--- config.mk ---
export PLATFORM = sky130hd
export DESIGN_NAME = pmul8x16
export DESIGN_NICKNAME = d
export VERILOG_FILES = /design/src/rtl/pmul_pkg.sv /design/src/rtl/pmul_opsel.sv /design/src/rtl/pmul_lane.sv /design/src/rtl/pmul8x16.sv
export SDC_FILE = /design/constraint.sdc
export NUM_CORES = 1
export LEC_CHECK = 0
export CORE_MARGIN = 2
export CORE_UTILIZATION = 35
export DETAILED_ROUTE_END_ITERATION = 7
export PLACE_DENSITY_LB_ADDON = 0.2
export REMOVE_ABC_BUFFERS = 1
export SYNTH_ARGS = -nofsm -noshare
export SYNTH_HDL_FRONTEND = slang
export SYNTH_SLANG_ARGS = --single-unit
export TNS_END_PERCENT = 20
--- constraint.sdc ---
create_clock -name clk -period 23.7 [get_ports clk]
set_input_delay 3.555 -clock clk [delete_from_list [all_inputs] [get_ports clk]]
set_output_delay 3.555 -clock clk [all_outputs]
set_load 0.1 [all_outputs]
--- src/rtl/pmul_pkg.sv ---
package pmul_pkg;
  localparam int unsigned U_W   = 8;
  localparam int unsigned S_W   = 16;
  localparam int unsigned LANES = 4;

  typedef enum logic [2:0] {
    MODE_LANE    = 3'd0,
    MODE_SCAL_HI = 3'd1,
    MODE_SCAL_LO = 3'd2,
    MODE_BYTE_HI = 3'd3,
    MODE_BYTE_LO = 3'd4
  } mode_e;
endpackage

--- src/rtl/pmul_opsel.sv ---
module pmul_opsel #(
  parameter int unsigned U_W   = 8,
  parameter int unsigned S_W   = 16,
  parameter int unsigned LANES = 4,
  localparam int unsigned OP_W = LANES * S_W
) (
  input  logic [2:0]                  mode,
  input  logic [OP_W-1:0]             opa,
  input  logic [OP_W-1:0]             opb,
  output logic [LANES-1:0][U_W-1:0]   fac_u,
  output logic [LANES-1:0][S_W-1:0]   fac_s
);
  import pmul_pkg::*;

  logic [S_W-1:0] scal_hi, scal_lo;
  assign scal_hi = opb[2*S_W-1:S_W];
  assign scal_lo = opb[S_W-1:0];

  for (genvar k = 0; k < LANES; k++) begin : g_lane
    logic [U_W-1:0] pk_byte, hi_byte, lo_byte;
    logic [S_W-1:0] own_half;
    assign pk_byte  = opa[k*U_W +: U_W];
    assign hi_byte  = opa[k*S_W + U_W +: U_W];
    assign lo_byte  = opa[k*S_W +: U_W];
    assign own_half = opb[k*S_W +: S_W];

    always_comb begin
      case (mode)
        MODE_SCAL_HI: begin fac_u[k] = pk_byte; fac_s[k] = scal_hi;  end
        MODE_SCAL_LO: begin fac_u[k] = pk_byte; fac_s[k] = scal_lo;  end
        MODE_BYTE_HI: begin fac_u[k] = hi_byte; fac_s[k] = own_half; end
        MODE_BYTE_LO: begin fac_u[k] = lo_byte; fac_s[k] = own_half; end
        default:      begin fac_u[k] = pk_byte; fac_s[k] = own_half; end
      endcase
    end
  end
endmodule

--- src/rtl/pmul_lane.sv ---
module pmul_lane #(
  parameter int unsigned U_W = 8,
  parameter int unsigned S_W = 16,
  localparam int unsigned P_W = U_W + S_W + 1
) (
  input  logic [U_W-1:0] fac_u,
  input  logic [S_W-1:0] fac_s,
  output logic [S_W-1:0] res
);
  logic signed [P_W-1:0] prod;
  assign prod = $signed({1'b0, fac_u}) * $signed(fac_s);
  assign res  = prod[U_W+S_W-1:U_W] + {{(S_W-1){1'b0}}, prod[U_W-1]};
endmodule

--- src/rtl/pmul8x16.sv ---
module pmul8x16 #(
  parameter int unsigned U_W   = 8,
  parameter int unsigned S_W   = 16,
  parameter int unsigned LANES = 4,
  localparam int unsigned OP_W = LANES * S_W
) (
  input  logic            clk,
  input  logic            rst,
  input  logic            in_valid,
  output logic            in_ready,
  input  logic [2:0]      in_mode,
  input  logic [OP_W-1:0] in_a,
  input  logic [OP_W-1:0] in_b,
  output logic            out_valid,
  input  logic            out_ready,
  output logic [OP_W-1:0] out_data
);
  logic [LANES-1:0][U_W-1:0] fac_u;
  logic [LANES-1:0][S_W-1:0] fac_s;
  logic [LANES-1:0][S_W-1:0] lane_res;
  logic                      take;

  pmul_opsel #(.U_W(U_W), .S_W(S_W), .LANES(LANES)) u_sel (
    .mode(in_mode), .opa(in_a), .opb(in_b), .fac_u(fac_u), .fac_s(fac_s)
  );

  for (genvar k = 0; k < LANES; k++) begin : g_mul
    pmul_lane #(.U_W(U_W), .S_W(S_W)) u_lane (
      .fac_u(fac_u[k]), .fac_s(fac_s[k]), .res(lane_res[k])
    );
  end

  assign in_ready = !out_valid || out_ready;
  assign take     = in_valid && in_ready;

  always_ff @(posedge clk) begin
    if (rst) begin
      out_valid <= 1'b0;
    end else if (in_ready) begin
      out_valid <= in_valid;
    end
  end

  always_ff @(posedge clk) begin
    if (take) out_data <= lane_res;
  end
endmodule

## Word level (Yosys, flattened, before mapping)

Cells that the tools add are included.

| operators by class | value |
|---|---|
| add/subtract/negate cells | 4 |
| $mul | 4 |
| equality and inequality tests | 4 |
| muxes and demuxes | 8 |
| reductions and logical operators | 3 |

Operators by type and width:

| kind | count |
|---|---|
| $mul 9x16->24 | 4 |
| $add 16x1->16 | 4 |
| $pmux 16 s2 | 2 |
| $pmux 8 s2 | 3 |
| $mux 16 | 2 |
| $mux 8 | 1 |
| $eq 3x2->1 const B | 2 |
| $eq 3x1->1 const B | 1 |
| $eq 3x3->1 const B | 1 |
| $logic_and 1x1->1 | 1 |
| $logic_not 1->1 | 1 |
| $logic_or 1x1->1 | 1 |

| storage, ports and cells | value |
|---|---|
| register bits after elaboration | 65 |
| bits of input ports | 135 |
| output and inout port bits | 66 |
| word-level logic and storage cells | 25 |

## Longest topological paths before layout

| depth | value |
|---|---|
| depth in word-level cells | 4 |
| depth in mapped cells | 31 |
| mapped depth without buffers | 27 |

## Modules after synthesis

Synthesis repeated with hierarchy kept, for this count alone.

| unflattened totals | value |
|---|---|
| cell total of the unflattened synthesis | 2789 |
| area, all modules | 23960.5 µm² |

By module, submodules not included:

| module | instances | cells each | area an instance (µm²) | seq. area each (µm²) |
|---|---|---|---|---|
| pmul_lane at g_mul[1].u_lane | 1 | 607 | 5049.8 | 0.0 |
| pmul_lane at g_mul[0].u_lane | 1 | 577 | 4921.0 | 0.0 |
| pmul_lane at g_mul[3].u_lane | 1 | 586 | 4890.9 | 0.0 |
| pmul_lane at g_mul[2].u_lane | 1 | 595 | 4868.4 | 0.0 |
| pmul_opsel | 1 | 355 | 2253.4 | 0.0 |
| pmul8x16 | 1 | 69 | 1976.9 | 1941.9 |

## Least setup slack after synthesis

Ideal clock, no wire load.

| timing path | value |
|---|---|
| path kind | input -> register |
| start point | input in_mode[0] |
| end point | register out_data[31], data pin |
| library setup time | 0.258 ns |
| arrival | 11.154 ns |
| data required time | 23.442 ns |
| setup slack | 12.289 ns |
| stages on the path | 27 |
| buffers on the path | 4 |
| path through | buf_2 -> buf_2 -> clkbuf_1 -> nor3b_1 -> nor2_1 -> clkbuf_1 -> and2_1 -> a221oi_1 -> nor2_1 -> fa_1 -> fa_1 -> fa_1 -> inv_1 -> fa_1 -> inv_1 -> ha_1 -> o21a_1 -> o211ai_1 -> or4_1 -> o22ai_2 -> a41o_1 -> xnor2_1 -> nand4_1 -> or4_4 -> or4b_1 -> nand3_1 -> xnor2_1 |

| on the way | value |
|---|---|
| cells in the longest elaborated chain, start to end | 4 |
| elaborated cells between the ends (all ways) | 7 |
| classes of those cells | add/sub: 1; mul: 1; eq/ne: 3; mux: 2 |

RTL lines:

| element | RTL line | RTL |
|---|---|---|
| start: declaration | pmul8x16.sv:11 | `input logic [2:0] in_mode,` |
| $eq 3x3->1 or $eq 3x2->1 (tied branches) | pmul_opsel.sv:28 | `case (mode)` |
| $pmux 8 s2 or $mux 16 (tied branches) | pmul_opsel.sv:28 |  |
| $mul 9x16->24 * | pmul_lane.sv:11 | `assign prod = $signed({1'b0, fac_u}) * $signed(fac_s);` |
| $add 16x1->16 * | pmul_lane.sv:12 | `assign res = prod[U_W+S_W-1:U_W] + {{(S_W-1){1'b0}}, prod[U_W-1]};` |
| via g_mul[1].u_lane.res[15] | pmul_lane.sv:8 | `output logic [S_W-1:0] res` |
| end signal: assignment | pmul8x16.sv:45 | `if (take) out_data <= lane_res;` |
| end: declaration | pmul8x16.sv:16 | `output logic [OP_W-1:0] out_data` |

Mark *: on every way through the listed nets, which the timed path passes. The rest lies on a longest branch.
A chain may end at the register's enable or synchronous reset.

## Worst setup path in the final report

| timing path | value |
|---|---|
| start point | input in_mode[1] |
| end point | register out_data[31], data pin |

The elaborated chain is that of the path after synthesis.

==> impl_table.tex <==
\begin{tabular}{lr}
\hline
Metric & Value \\
\hline
\multicolumn{2}{l}{\textbf{Timing}} \\
\quad Setup TNS Final & 0 ns \\
\quad Slew of the pin with the lowest slew margin & 1.083 ns \\
\quad Unrepaired setup endpoints after global routing & false \\
\quad Setup Skew & 0.007327 ns \\
\quad Worst relative slew slack & 0.2751 \\
\quad Post-route clock period utilization & 0.5254 \\
\quad Number of pins exceeding their max-slew limit in the final report & 0 \\
\quad Final period demand of the worst path & between 10 and 15 ns \\
\quad Endpoints failing setup & 0 \\
\quad Number of endpoints with negative hold slack in the final report & 0 \\
\quad Highest achievable clock rate & about 80 MHz \\
\multicolumn{2}{l}{\textbf{Global routing}} \\
\quad Total gr overflow & 0 \\
\quad Pin count of the biggest net entering global routing & 65 \\
\quad Overall Global Routing Usage & 0.2038 \\
\quad Vias in the first global route & roughly 19000 \\
\quad Global-route wire length before repair & between 100000 and 150000 um \\
\quad Antenna violations before repair & 1 \\
\multicolumn{2}{l}{\textbf{CTS}} \\
\quad Root buf cell & sky130\_fd\_sc\_hd\_\_clkbuf\_16 \\
\quad Post-CTS Hold Buffers & 0 \\
\quad Resized cells post-CTS & 0 \\
\quad Clock tree from TritonCTS & done \\
\quad Reg clk slew, reported paths & about 0.060 ns \\
\quad Number of setup buffers added after CTS & 0 \\
\quad Number of buffers between clock root and the deepest sink & 2 \\
\quad H-tree depth & 3 \\
\quad Sinks on the clock net & 65 \\
\quad Worst skew pair latency & 0.38 ns \\
\quad Total CTS buffers & 9 \\
\multicolumn{2}{l}{\textbf{Synthesis}} \\
\quad Area share of and/or/nand/nor cells after synthesis & 0.1852 \\
\quad Synthesized netlist cell count & about 2700 \\
\quad Multiplexer share of the synthesized area & 0.008391 \\
\quad Yosys synthesis warning count & 0 \\
\quad Cell area after synthesis & 22220 um2 \\
\quad Area share of the leading cell type in the synthesized netlist & 0.3568 \\
\quad Fraction of synthesized cell area in xor and xnor cells & 0.05558 \\
\quad Post-synth ARST share & 0 \\
\quad Main combinational cell family by area after synthesis & adder cells \\
\quad Top cells by area in the synthesized netlist & sky130\_fd\_sc\_hd\_\_fa\_1 (36\%), sky130\_fd\_sc\_hd\_\_ha\_1 (10\%), sky130\_fd\_sc\_hd\_\_inv\_1 (9.6\%), sky130\_fd\_sc\_hd\_\_edfxtp\_1 (8.7\%), sky130\_fd\_sc\_hd\_\_nand2\_1 (6.5\%) \\
\quad Sequential fraction of the synthesis area & 0.08740 \\
\quad Number of synthesized register bits & 65 \\
\quad Average size of a mapped cell & 8.306 um2 \\
\quad Share of the synthesized area in compound gates (AO/OA/AOI/OAI) & 0.09720 \\
\quad Number of synthesized flops with an enable pin & between 60 and 70 \\
\quad Post-synth top flop & sky130\_fd\_sc\_hd\_\_edfxtp\_1 \\
\quad Post-Synth Adder-Cell Area & 0.4582 \\
\quad Post-synthesis cell type with the largest combined area & sky130\_fd\_sc\_hd\_\_fa\_1 \\
\quad Distinct cells, synth & 80 \\
\multicolumn{2}{l}{\textbf{Setup path}} \\
\quad Crit Path Max Fanout & 36 \\
\quad Launch point of the worst path & in\_mode[1] \\
\quad Classification of the worst setup path & primary input to register \\
\quad Arrival time worst endpoint & around 13 ns \\
\quad Worst EP required & 23.82 ns \\
\quad Worst Setup End Kind & register \\
\quad Source of the worst register-to-register timing path & out\_valid \\
\quad CP Launch Type & primary input \\
\multicolumn{2}{l}{\textbf{Final layout}} \\
\quad Final-layout fill cell count & approximately 6400 \\
\quad Ratio of cells with drive above 1 in the final layout & 0.02875 \\
\quad Multi-input logic area & around 18000 um2 \\
\quad Synthesis-to-layout area growth & 14.75\% \\
\quad Leading cell type in the layout, fill and taps excluded & sky130\_fd\_sc\_hd\_\_inv\_1 \\
\quad \# nets final & between 3000 and 4000 \\
\quad Most frequent cells in the layout & sky130\_fd\_sc\_hd\_\_inv\_1 (567), sky130\_fd\_sc\_hd\_\_fa\_1 (396), sky130\_fd\_sc\_hd\_\_nand2\_1 (386) \\
\quad Reg area & 1942 um2 \\
\quad Number of antenna diodes & 0 \\
\multicolumn{2}{l}{\textbf{Place}} \\
\quad Number of buffers inserted by port buffering & 200 \\
\quad Detailed Place HPWL & between 50000 and 60000 um \\
\quad Global placement routability congestion & 0.9139 \\
\multicolumn{2}{l}{\textbf{Floorplan}} \\
\quad Count of standard-cell rows & 92 \\
\quad I/O Pins & 201 \\
\quad Die outline height & between 200 and 300 um \\
\quad Die Span X & approximately 260 um \\
\quad Placeable core region & 62970 um2 \\
\quad Initial cell density of the core & 0.3529 \\
\quad Die Area & 65510 um2 \\
\multicolumn{2}{l}{\textbf{Route}} \\
\quad Post-DR wirelength/cell & 17.78 um \\
\quad 1st-pass router iterations & 7 \\
\quad Detailed Route WL & around 66000 um \\
\quad Via count & approximately 18000 \\
\quad First-iteration detailed-routing DRC count & 1065 \\
\quad Post-detailed-route via-to-cell ratio & between 4 and 5 \\
\quad DRC errors left & 0 \\
\quad Post-detailed-route count of antenna-violating nets & 0 \\
\multicolumn{2}{l}{\textbf{Outcome}} \\
\quad Run status & finished clean \\
\multicolumn{2}{l}{\textbf{Worst hold path}} \\
\quad Class of the tightest hold or removal check & register to register \\
\quad Launch point of the worst hold path & out\_valid \\
\multicolumn{2}{l}{\textbf{Flow run}} \\
\quad Max-cap violation count & 0 \\
\hline
\end{tabular}
-- routing by layer --
layer | wire, um | share of wire | global-route usage
met5 | 0 | 0 | 0
met4 | 1795 | 0.027 | 0.06270
met3 | 4591 | 0.070 | 0.04773
met2 | 29520 | 0.45 | 0.3231
met1 | 29850 | 0.45 | 0.2758
-- final timing paths --
path | endpoint | slack [ns] | depth (start not counted)
worst max-delay path | out_data[31] | 11.25 | 26
worst min-delay path | out_valid | 0.54 | 2
worst max register to register | out_data[22] | 22.04 | 2
worst min register to register | out_valid | 0.54 | 2
-- state kept, by name (all words and copies together), names as in the netlist --
name and cells:
out_data 64, out_valid 1
-- synthesized netlist by cell type, drive strengths merged (10+ instances only) --
cell      n
a21o     54
a21oi   103
a221o    10
a221oi   11
and2     43
buf      12
clkbuf   56
edfxtp   64
fa      396
ha      180
inv     567
mux2i    13
nand2   386
nand2b   25
nand3    27
nand4    15
nor2    297
nor2b    17
nor3     31
nor3b    13
o211ai   12
o21ai    39
o21bai   11
or2      12
xnor2    95
xor2     46
-- kinds of logic (layout without fill, tap and decap cells) --
logic type | count (synthesis) | after routing
mux | 18 | 18
buf+inv | 635 | 812
fa+ha+maj | 576 | 576
xor+xnor | 141 | 141
compound gates | 321 | 321
flops | 65 | 65
simple gates | 919 | 919
-- cell type report --
cell class                      instances  area share
Clock buffer                           12    0.009275
Clock inverter                          4   0.0007852
Inverter                              567     0.08348
Multi-Input combinational cell       1975      0.7017
Sequential cell                        65     0.07616
Tap cell                              846     0.04152
Timing Repair Buffer                  229     0.08706
-- metrics by stage --
stage               hold WS, ns  cells  worst slack [ns]  instance area (um2)    util
floorplan                 1.730   2607             11.60                21940       -
finish                   0.5365   3698             11.25                25500  0.4049
CTS                      0.5427   3698             11.44                25500  0.4049
detailed placement       0.5335   3682             11.02                25240  0.4008
global route             0.5748   3698             10.69                25500  0.4049
global placement         0.5148   3682             11.32                25240  0.4008
-- critical path, stage by stage --
cell                              delay (ns)
sky130_fd_sc_hd__clkdlybuf4s50_1        0.94
sky130_fd_sc_hd__and3b_2                0.51
sky130_fd_sc_hd__buf_4                  0.26
sky130_fd_sc_hd__nor2_1                 0.78
sky130_fd_sc_hd__nand2_1                0.26
sky130_fd_sc_hd__nand2_1                0.48
sky130_fd_sc_hd__nand2_1                0.14
sky130_fd_sc_hd__fa_1                   0.50
sky130_fd_sc_hd__inv_1                  0.05
sky130_fd_sc_hd__fa_1                   0.48
sky130_fd_sc_hd__fa_1                   0.54
sky130_fd_sc_hd__inv_1                  0.05
sky130_fd_sc_hd__fa_1                   0.47
sky130_fd_sc_hd__inv_1                  0.04
sky130_fd_sc_hd__ha_1                   0.38
sky130_fd_sc_hd__o21a_1                 0.18
sky130_fd_sc_hd__o211ai_1               0.07
sky130_fd_sc_hd__or4_1                  0.47
sky130_fd_sc_hd__o22ai_2                0.35
sky130_fd_sc_hd__a41o_1                 0.32
sky130_fd_sc_hd__xnor2_1                0.22
sky130_fd_sc_hd__nand4_1                0.21
sky130_fd_sc_hd__or4_4                  0.59
sky130_fd_sc_hd__or4b_1                 0.48
sky130_fd_sc_hd__nand3_1                0.11
sky130_fd_sc_hd__xnor2_1                0.08
Power is left out: the tool's default activity adds up to more than one toggle a clock period on the data nets, which glitch-free logic cannot reach.
